[src/rtl/fifo_chan_ctrl.sv]
module fifo_chan_ctrl #(
  parameter int N_TO   = 4,
  parameter int N_FROM = 4,
  parameter int AW     = 32,
  parameter int DW     = 32
) (
  input  logic              clk,
  input  logic              rst_n,
  input  logic              reg_wr,
  input  logic [3:0]        reg_addr,
  input  logic [DW-1:0]     reg_wdata,
  input  logic [N_TO-1:0]   to_empty,
  input  logic [N_FROM-1:0] from_full,
  output logic              fifo_flush,
  output logic              req_valid,
  input  logic              req_done,
  output logic              req_dir,
  output logic [$clog2(N_TO+N_FROM)-1:0] req_chan,
  output logic [AW-1:0]     req_state_addr,
  output logic [AW-1:0]     req_ptr_addr,
  output logic [AW-1:0]     req_lock_addr,
  output logic [AW-1:0]     req_base,
  output logic [DW-1:0]     req_depth,
  output logic [DW-1:0]     req_width
);
  localparam int NCH = N_TO + N_FROM;
  localparam int GW  = $clog2(NCH);

  logic          sel_dir;
  logic [GW-1:0] sel_idx;
  logic [AW-1:0] st_a [NCH];
  logic [AW-1:0] pt_a [NCH];
  logic [AW-1:0] lk_a [NCH];
  logic [AW-1:0] bs_a [NCH];
  logic [DW-1:0] dp   [NCH];
  logic [DW-1:0] wd   [NCH];
  logic [NCH-1:0] run;
  logic [GW-1:0] rr, grant, pick;
  logic          pick_ok;

  wire           wr_rst  = reg_wr && reg_addr == 4'd0;
  wire  [DW-1:0] sel_lim = sel_dir ? DW'(N_FROM) : DW'(N_TO);
  wire           sel_ok  = DW'(sel_idx) < sel_lim;
  wire  [GW-1:0] sel_g   = sel_dir ? sel_idx + GW'(N_TO) : sel_idx;
  wire [NCH-1:0] elig    = {from_full, to_empty} & run;

  assign req_dir  = grant >= GW'(N_TO);
  assign req_chan = req_dir ? grant - GW'(N_TO) : grant;

  always_ff @(posedge clk or negedge rst_n)
    if (!rst_n) begin
      sel_dir <= 1'b0;
      sel_idx <= '0;
    end else if (wr_rst) begin
      sel_dir <= 1'b0;
      sel_idx <= '0;
    end else if (reg_wr && reg_addr == 4'd1) begin
      sel_dir <= reg_wdata[0];
    end else if (reg_wr && reg_addr == 4'd2 && reg_wdata < sel_lim) begin
      sel_idx <= GW'(reg_wdata);
    end

  always_ff @(posedge clk or negedge rst_n)
    if (!rst_n) begin
      run <= '0;
      for (int c = 0; c < NCH; c++) begin
        st_a[c] <= '0; pt_a[c] <= '0; lk_a[c] <= '0;
        bs_a[c] <= '0; dp[c] <= '0; wd[c] <= '0;
      end
    end else if (wr_rst) begin
      run <= '0;
      for (int c = 0; c < NCH; c++) begin
        st_a[c] <= '0; pt_a[c] <= '0; lk_a[c] <= '0;
        bs_a[c] <= '0; dp[c] <= '0; wd[c] <= '0;
      end
    end else if (reg_wr && sel_ok) begin
      case (reg_addr)
        4'd3: st_a[sel_g] <= AW'(reg_wdata);
        4'd4: pt_a[sel_g] <= AW'(reg_wdata);
        4'd5: lk_a[sel_g] <= AW'(reg_wdata);
        4'd6: dp[sel_g]   <= reg_wdata;
        4'd7: if (reg_wdata[1:0] == 2'b00) wd[sel_g] <= reg_wdata;
        4'd8: bs_a[sel_g] <= AW'(reg_wdata);
        4'd9: run[sel_g]  <= reg_wdata[0];
        default: ;
      endcase
    end

  always_comb begin
    logic [GW:0] c;
    pick_ok = 1'b0;
    pick    = '0;
    for (int k = 0; k < NCH; k++) begin
      c = {1'b0, rr} + (GW+1)'(k);
      if (c >= (GW+1)'(NCH)) c = c - (GW+1)'(NCH);
      if (!pick_ok && elig[c[GW-1:0]]) begin
        pick_ok = 1'b1;
        pick    = c[GW-1:0];
      end
    end
  end

  always_ff @(posedge clk or negedge rst_n)
    if (!rst_n) fifo_flush <= 1'b0;
    else        fifo_flush <= wr_rst;

  always_ff @(posedge clk or negedge rst_n)
    if (!rst_n) begin
      req_valid <= 1'b0;
      rr        <= '0;
      grant     <= '0;
    end else if (wr_rst) begin
      req_valid <= 1'b0;
      rr        <= '0;
    end else if (req_valid) begin
      if (req_done) begin
        req_valid <= 1'b0;
        rr        <= (grant == GW'(NCH-1)) ? '0 : grant + 1'b1;
      end
    end else if (pick_ok) begin
      req_valid <= 1'b1;
      grant     <= pick;
    end

  always_ff @(posedge clk or negedge rst_n)
    if (!rst_n) begin
      req_state_addr <= '0; req_ptr_addr <= '0; req_lock_addr <= '0;
      req_base <= '0; req_depth <= '0; req_width <= '0;
    end else if (!req_valid && pick_ok && !wr_rst) begin
      req_state_addr <= st_a[pick];
      req_ptr_addr   <= pt_a[pick];
      req_lock_addr  <= lk_a[pick];
      req_base       <= bs_a[pick];
      req_depth      <= dp[pick];
      req_width      <= wd[pick];
    end
endmodule

[config.mk]
export PLATFORM = sky130hd
export DESIGN_NAME = fifo_chan_ctrl
export DESIGN_NICKNAME = d
export VERILOG_FILES = /design/src/rtl/fifo_chan_ctrl.sv
export SDC_FILE = /design/constraint.sdc
export NUM_CORES = 2
export LEC_CHECK = 0
export BUFFER_PORTS_ARGS = -buffer_cell sky130_fd_sc_hd__buf_2
export CAP_MARGIN = 20
export CORE_ASPECT_RATIO = 1.75
export CORE_MARGIN = 5
export CORE_UTILIZATION = 25
export DETAILED_ROUTE_END_ITERATION = 12
export SKIP_LAST_GASP = 1
export SLEW_MARGIN = 5
export SYNTH_ARGS = -nofsm -noshare
export SYNTH_HDL_FRONTEND = slang
export SYNTH_SLANG_ARGS = --single-unit
[constraint.sdc]
create_clock -name clk -period 9.1 [get_ports clk]
set_clock_uncertainty 0.1 [all_clocks]
set_input_delay 0 -clock clk [delete_from_list [all_inputs] [get_ports clk]]
set_output_delay 0 -clock clk [all_outputs]
set_load 0.01 [all_outputs]
==> insert_results.sql <==
INSERT INTO impl_metrics (metric_group, metric, value, unit) VALUES
('die', 'row_count', '279', ''),
('die', 'die_h', '770', 'um'),
('sta', 'fmax', '194', 'MHz'),
('clock_network', 'post_cts.repair.setup_buffers', '0', ''),
('clock_network', 'post_cts_resize_count', '0', ''),
('min_path', 'number_of_stages_on_the_worst_hold_path', '4', ''),
('sta', 'setup-violations-final', '0', ''),
('sta', 'measured_slew_at_the_worst_slew_check_pin', '1.15', 'ns'),
('route', 'vias', '66500', ''),
('placement', 'gp_weighted_congestion', '0.845', ''),
('setup_path', 'cp_slowest_stage_delay', '0.73', 'ns'),
('logic_synthesis', 'postSynth.asyncResetShare', '100', '%'),
('die', 'initial_core_util', '25.1', '%'),
('die', 'overall_die_area', '342000', 'um2'),
('setup_path', 'worstPathMaxFanout', '110', ''),
('sta', 'slew-limit-headroom', '22.8', '%'),
('route', 'antenna_left', '0', ''),
('die', 'design.core.area', '330000', 'um2'),
('logic_synthesis', 'gate_count_after_technology_mapping', '9084', ''),
('logic_synthesis', 'yosysSeqAreaShare', '53.0', '%'),
('sta', 'period_needed', '5.17', 'ns'),
('setup_path', 'cpMaxStageDelayCell', 'sky130_fd_sc_hd__o2bb2ai_4', ''),
('logic_synthesis', 'synth.avg_cell_area', '9.09', 'um2'),
('logic_synthesis', 'synthesis.area', '82600', 'um2'),
('logic_synthesis', 'synth_seq_cells', '1748', ''),
('setup_path', 'setup.worst_path.class', 'register to register', ''),
('setup_path', 'timing.critical_path.required', '9.70', 'ns'),
('global_routing', 'grt_overflow_total', '0', ''),
('route', 'drt_iter0_markers', '6034', ''),
('die', 'io_pins', '246', ''),
('placement', 'pre_cts_slack', '4.06', 'ns'),
('sta', 'grt_setup_unrepaired', 'no', ''),
('min_path', 'timing.hold.worst.class', 'input pin to register', ''),
('logic_synthesis', 'yosys_most_used_dff', 'sky130_fd_sc_hd__dfrtp_1', ''),
('clock_network', 'ctsRootBufferMaster', 'sky130_fd_sc_hd__clkbuf_16', ''),
('power', 'clkPwrFrac', '32.0', '%'),
('setup_path', 'critPathCaptureType', 'register', ''),
('clock_network', 'worst_setup_hold_path_clk_slew', '0.07', 'ns'),
('sta', 'final_critical_path_setup_slack', '3.93', 'ns'),
('placement', 'placement.io_buffers', '244', ''),
('global_routing', 'grt_max_degree', '195', ''),
('layout', 'layout_cells_sized_above_1', '19.2', '%'),
('layout', 'layout_nets', '8964', ''),
('logic_synthesis', 'share_of_yosys_cell_area_claimed_by_the_top_area_cell_type', '53.0', '%'),
('logic_synthesis', 'synth.yosys.warnings', '0', ''),
('sta', 'finalHoldViolations', '0', ''),
('placement', 'dp_hpwl', '173', 'mm'),
('global_routing', 'grt_antenna_before_repair', '11', ''),
('status', 'status', 'completed', ''),
('layout', 'syn_to_final_growth', '14.0', '%'),
('clock_network', 'cts-hold-fix-buffers', '60', ''),
('clock_network', 'cts_sinks', '1748', ''),
('logic_synthesis', 'post_synth_main_area_contributors', 'sky130_fd_sc_hd__dfrtp_1, sky130_fd_sc_hd__nand2_1, sky130_fd_sc_hd__mux2_2', ''),
('setup_path', 'timing.reg2reg.worst_path_depth', '13', ''),
('sta', 'layout_worst_path_cycle_share', '56.8', '%'),
('setup_path', 'worstSetupPathDepth', '13', ''),
('logic_synthesis', 'post-synth-top-area-cell', 'sky130_fd_sc_hd__dfrtp_1', ''),
('layout', 'n_fill_cell', '34800', ''),
('power', 'swShare', '36.1', '%'),
('route', 'post-route-drc-count', '0', ''),
('clock_network', 'clk-insertion-delay-late', '0.85', 'ns'),
('clock_network', 'tritoncts', 'yes', ''),
('route', 'via_per_inst', '4.97', ''),
('logic_synthesis', 'synth_cell_type_count', '66', ''),
('sta', 'setup_tns', '0', 'ns'),
('route', 'drt_wl_total', '306', 'mm'),
('die', 'die_width', '444', 'um'),
('setup_path', 'worst-endpoint-arrival', '5.76', 'ns'),
('global_routing', 'first_pass_grt_wire_length', '451', 'mm'),
('power', 'power.density', '246', 'nW/um2'),
('power', 'internal_power', '14800', 'uW');
==> final timing paths <==
path | endpoint | slack (ns) | startpoint
worst max-delay path | req_lock_addr[10] | 3.93 | rr[1]
worst min-delay path | wd[236] | 0.05 | reg_wdata[12]
worst max register to register | req_lock_addr[10] | 3.93 | rr[1]
worst min register to register | req_state_addr[26] | 0.37 | req_state_addr[26]
max in group asynchronous | bs_a[237] | 6.73 | rst_n
min in group asynchronous | grant[0] | 0.32 | rst_n
==> kinds of logic after synthesis <==
| kind of cell | after synthesis | synth area share [%] |
|---|---|---|
| buffers and inverters | 865 | 4.29 |
| flip-flops | 1748 | 53.0 |
| AND/OR/NAND/NOR | 3509 | 16.3 |
| adder cells (fa/ha/maj) | 5 | 0.0758 |
| multiplexers | 784 | 10.8 |
| XOR/XNOR | 5 | 0.0530 |
| other | 1 | 0.00454 |
| AO/OA/AOI/OAI | 2167 | 15.5 |
==> worst reg2reg max path, cell delays in order, from the launching register on <==
cell                        delay, ns
sky130_fd_sc_hd__dfrtp_1         0.39
sky130_fd_sc_hd__inv_2           0.16
sky130_fd_sc_hd__ha_1            0.39
sky130_fd_sc_hd__inv_2           0.21
sky130_fd_sc_hd__mux4_2          0.40
sky130_fd_sc_hd__mux2i_1         0.34
sky130_fd_sc_hd__nor3b_2         0.30
sky130_fd_sc_hd__nand2_1         0.17
sky130_fd_sc_hd__o2bb2ai_4       0.73
sky130_fd_sc_hd__buf_12          0.40
sky130_fd_sc_hd__buf_12          0.53
sky130_fd_sc_hd__mux2_2          0.61
sky130_fd_sc_hd__o22ai_1         0.20
sky130_fd_sc_hd__o31ai_2         0.10
==> routing by layer <==
| layer | up-vias | routed length, um | global-route usage, % |
|---|---|---|---|
| met5 | - | 13 | 0 |
| met4 | 2 | 16000 | 8.07 |
| met3 | 572 | 19500 | 2.96 |
| met2 | 2161 | 151000 | 29.7 |
| met1 | 33700 | 120000 | 20.8 |
| li1 | 30100 | - | - |
==> cells in the mapped netlist (5+ instances only) <==
master / count
sky130_fd_sc_hd__buf_6: 9
sky130_fd_sc_hd__a21oi_1: 1542
sky130_fd_sc_hd__inv_1: 5
sky130_fd_sc_hd__buf_4: 18
sky130_fd_sc_hd__nor3_1: 6
sky130_fd_sc_hd__o31ai_2: 180
sky130_fd_sc_hd__o21ai_0: 16
sky130_fd_sc_hd__clkbuf_1: 678
sky130_fd_sc_hd__o31ai_1: 15
sky130_fd_sc_hd__mux2_1: 14
sky130_fd_sc_hd__and3_1: 16
sky130_fd_sc_hd__mux4_2: 9
sky130_fd_sc_hd__mux2_2: 755
sky130_fd_sc_hd__buf_2: 131
sky130_fd_sc_hd__nor2_1: 73
sky130_fd_sc_hd__nand2_1: 3334
sky130_fd_sc_hd__ha_1: 5
sky130_fd_sc_hd__buf_1: 20
sky130_fd_sc_hd__mux2i_1: 6
sky130_fd_sc_hd__nor4_1: 9
sky130_fd_sc_hd__nand4_1: 6
sky130_fd_sc_hd__nand3_1: 28
sky130_fd_sc_hd__and2_1: 6
sky130_fd_sc_hd__dfrtp_1: 1748
sky130_fd_sc_hd__o22ai_1: 385
==> through the flow <==
stage | power, uW | utilization (%) | hold slack [ns] | cell area (um2) | instances
2_1_floorplan | 13100 | - | -0.396 | 82600 | 9084
3_3_place_gp | 15900 | 26.6 | -0.0954 | 87800 | 13000
3_5_place_dp | 15900 | 26.6 | -0.0984 | 87800 | 13000
4_1_cts | 23400 | 28.5 | 0.0130 | 94100 | 13400
5_1_grt | 24100 | 28.6 | 0.0445 | 94100 | 13400
6_report | 23100 | 28.6 | 0.0471 | 94100 | 13400
==> power groups by stage <==
stage	clock network [uW]	logic, uW	registers, uW
after floorplan	0	4140	8960
after global routing	7800	7370	8920
after CTS	7530	6970	8860
after detailed placement	0	6940	9000
final	7400	6880	8850
after global placement	0	6870	8990
==> layout make-up <==
type / count / area, um2 / share of cell area (%)
timing repair buffer: 507 / 3720 / 3.95
sequential: 1748 / 43700 / 46.5
tap: 4355 / 5450 / 5.79
clock inverter: 45 / 556 / 0.590
multi-input combinational: 6471 / 35500 / 37.7
clock buffer: 250 / 5110 / 5.43
inverter: 9 / 41.3 / 0.0439
antenna: 4 / 10.0 / 0.0106
==> state kept, by name, summed over array words and instances, names as in the netlist <==
name            cells
req_width          32
run                 8
lk_a              256
req_base           32
req_valid           1
dp                256
req_lock_addr      32
sel_idx             3
req_depth          32
fifo_flush          1
bs_a              256
sel_dir             1
rr                  3
pt_a              256
wd                256
st_a              256
req_state_addr     32
grant               3
req_ptr_addr       32
==> cells in the final DEF, fill, tap and decap left out, types with 14 or more instances in the layout <==
cell type / count
sky130_fd_sc_hd__mux2_1: 14
sky130_fd_sc_hd__o31ai_2: 180
sky130_fd_sc_hd__o31ai_1: 15
sky130_fd_sc_hd__dlygate4sd3_1: 59
sky130_fd_sc_hd__nor2_1: 23
sky130_fd_sc_hd__nor2_2: 50
sky130_fd_sc_hd__clkbuf_1: 30
sky130_fd_sc_hd__buf_2: 243
sky130_fd_sc_hd__mux2_2: 755
sky130_fd_sc_hd__buf_4: 174
sky130_fd_sc_hd__and3_1: 16
sky130_fd_sc_hd__nand2_1: 3328
sky130_fd_sc_hd__o21ai_0: 15
sky130_fd_sc_hd__clkbuf_8: 45
sky130_fd_sc_hd__dfrtp_1: 1748
sky130_fd_sc_hd__o22ai_1: 385
sky130_fd_sc_hd__clkinv_2: 22
sky130_fd_sc_hd__a21oi_1: 1542
sky130_fd_sc_hd__buf_12: 26
sky130_fd_sc_hd__clkbuf_16: 175
sky130_fd_sc_hd__nand3_1: 26
No activity file was read; power rests on OpenSTA's default activity.
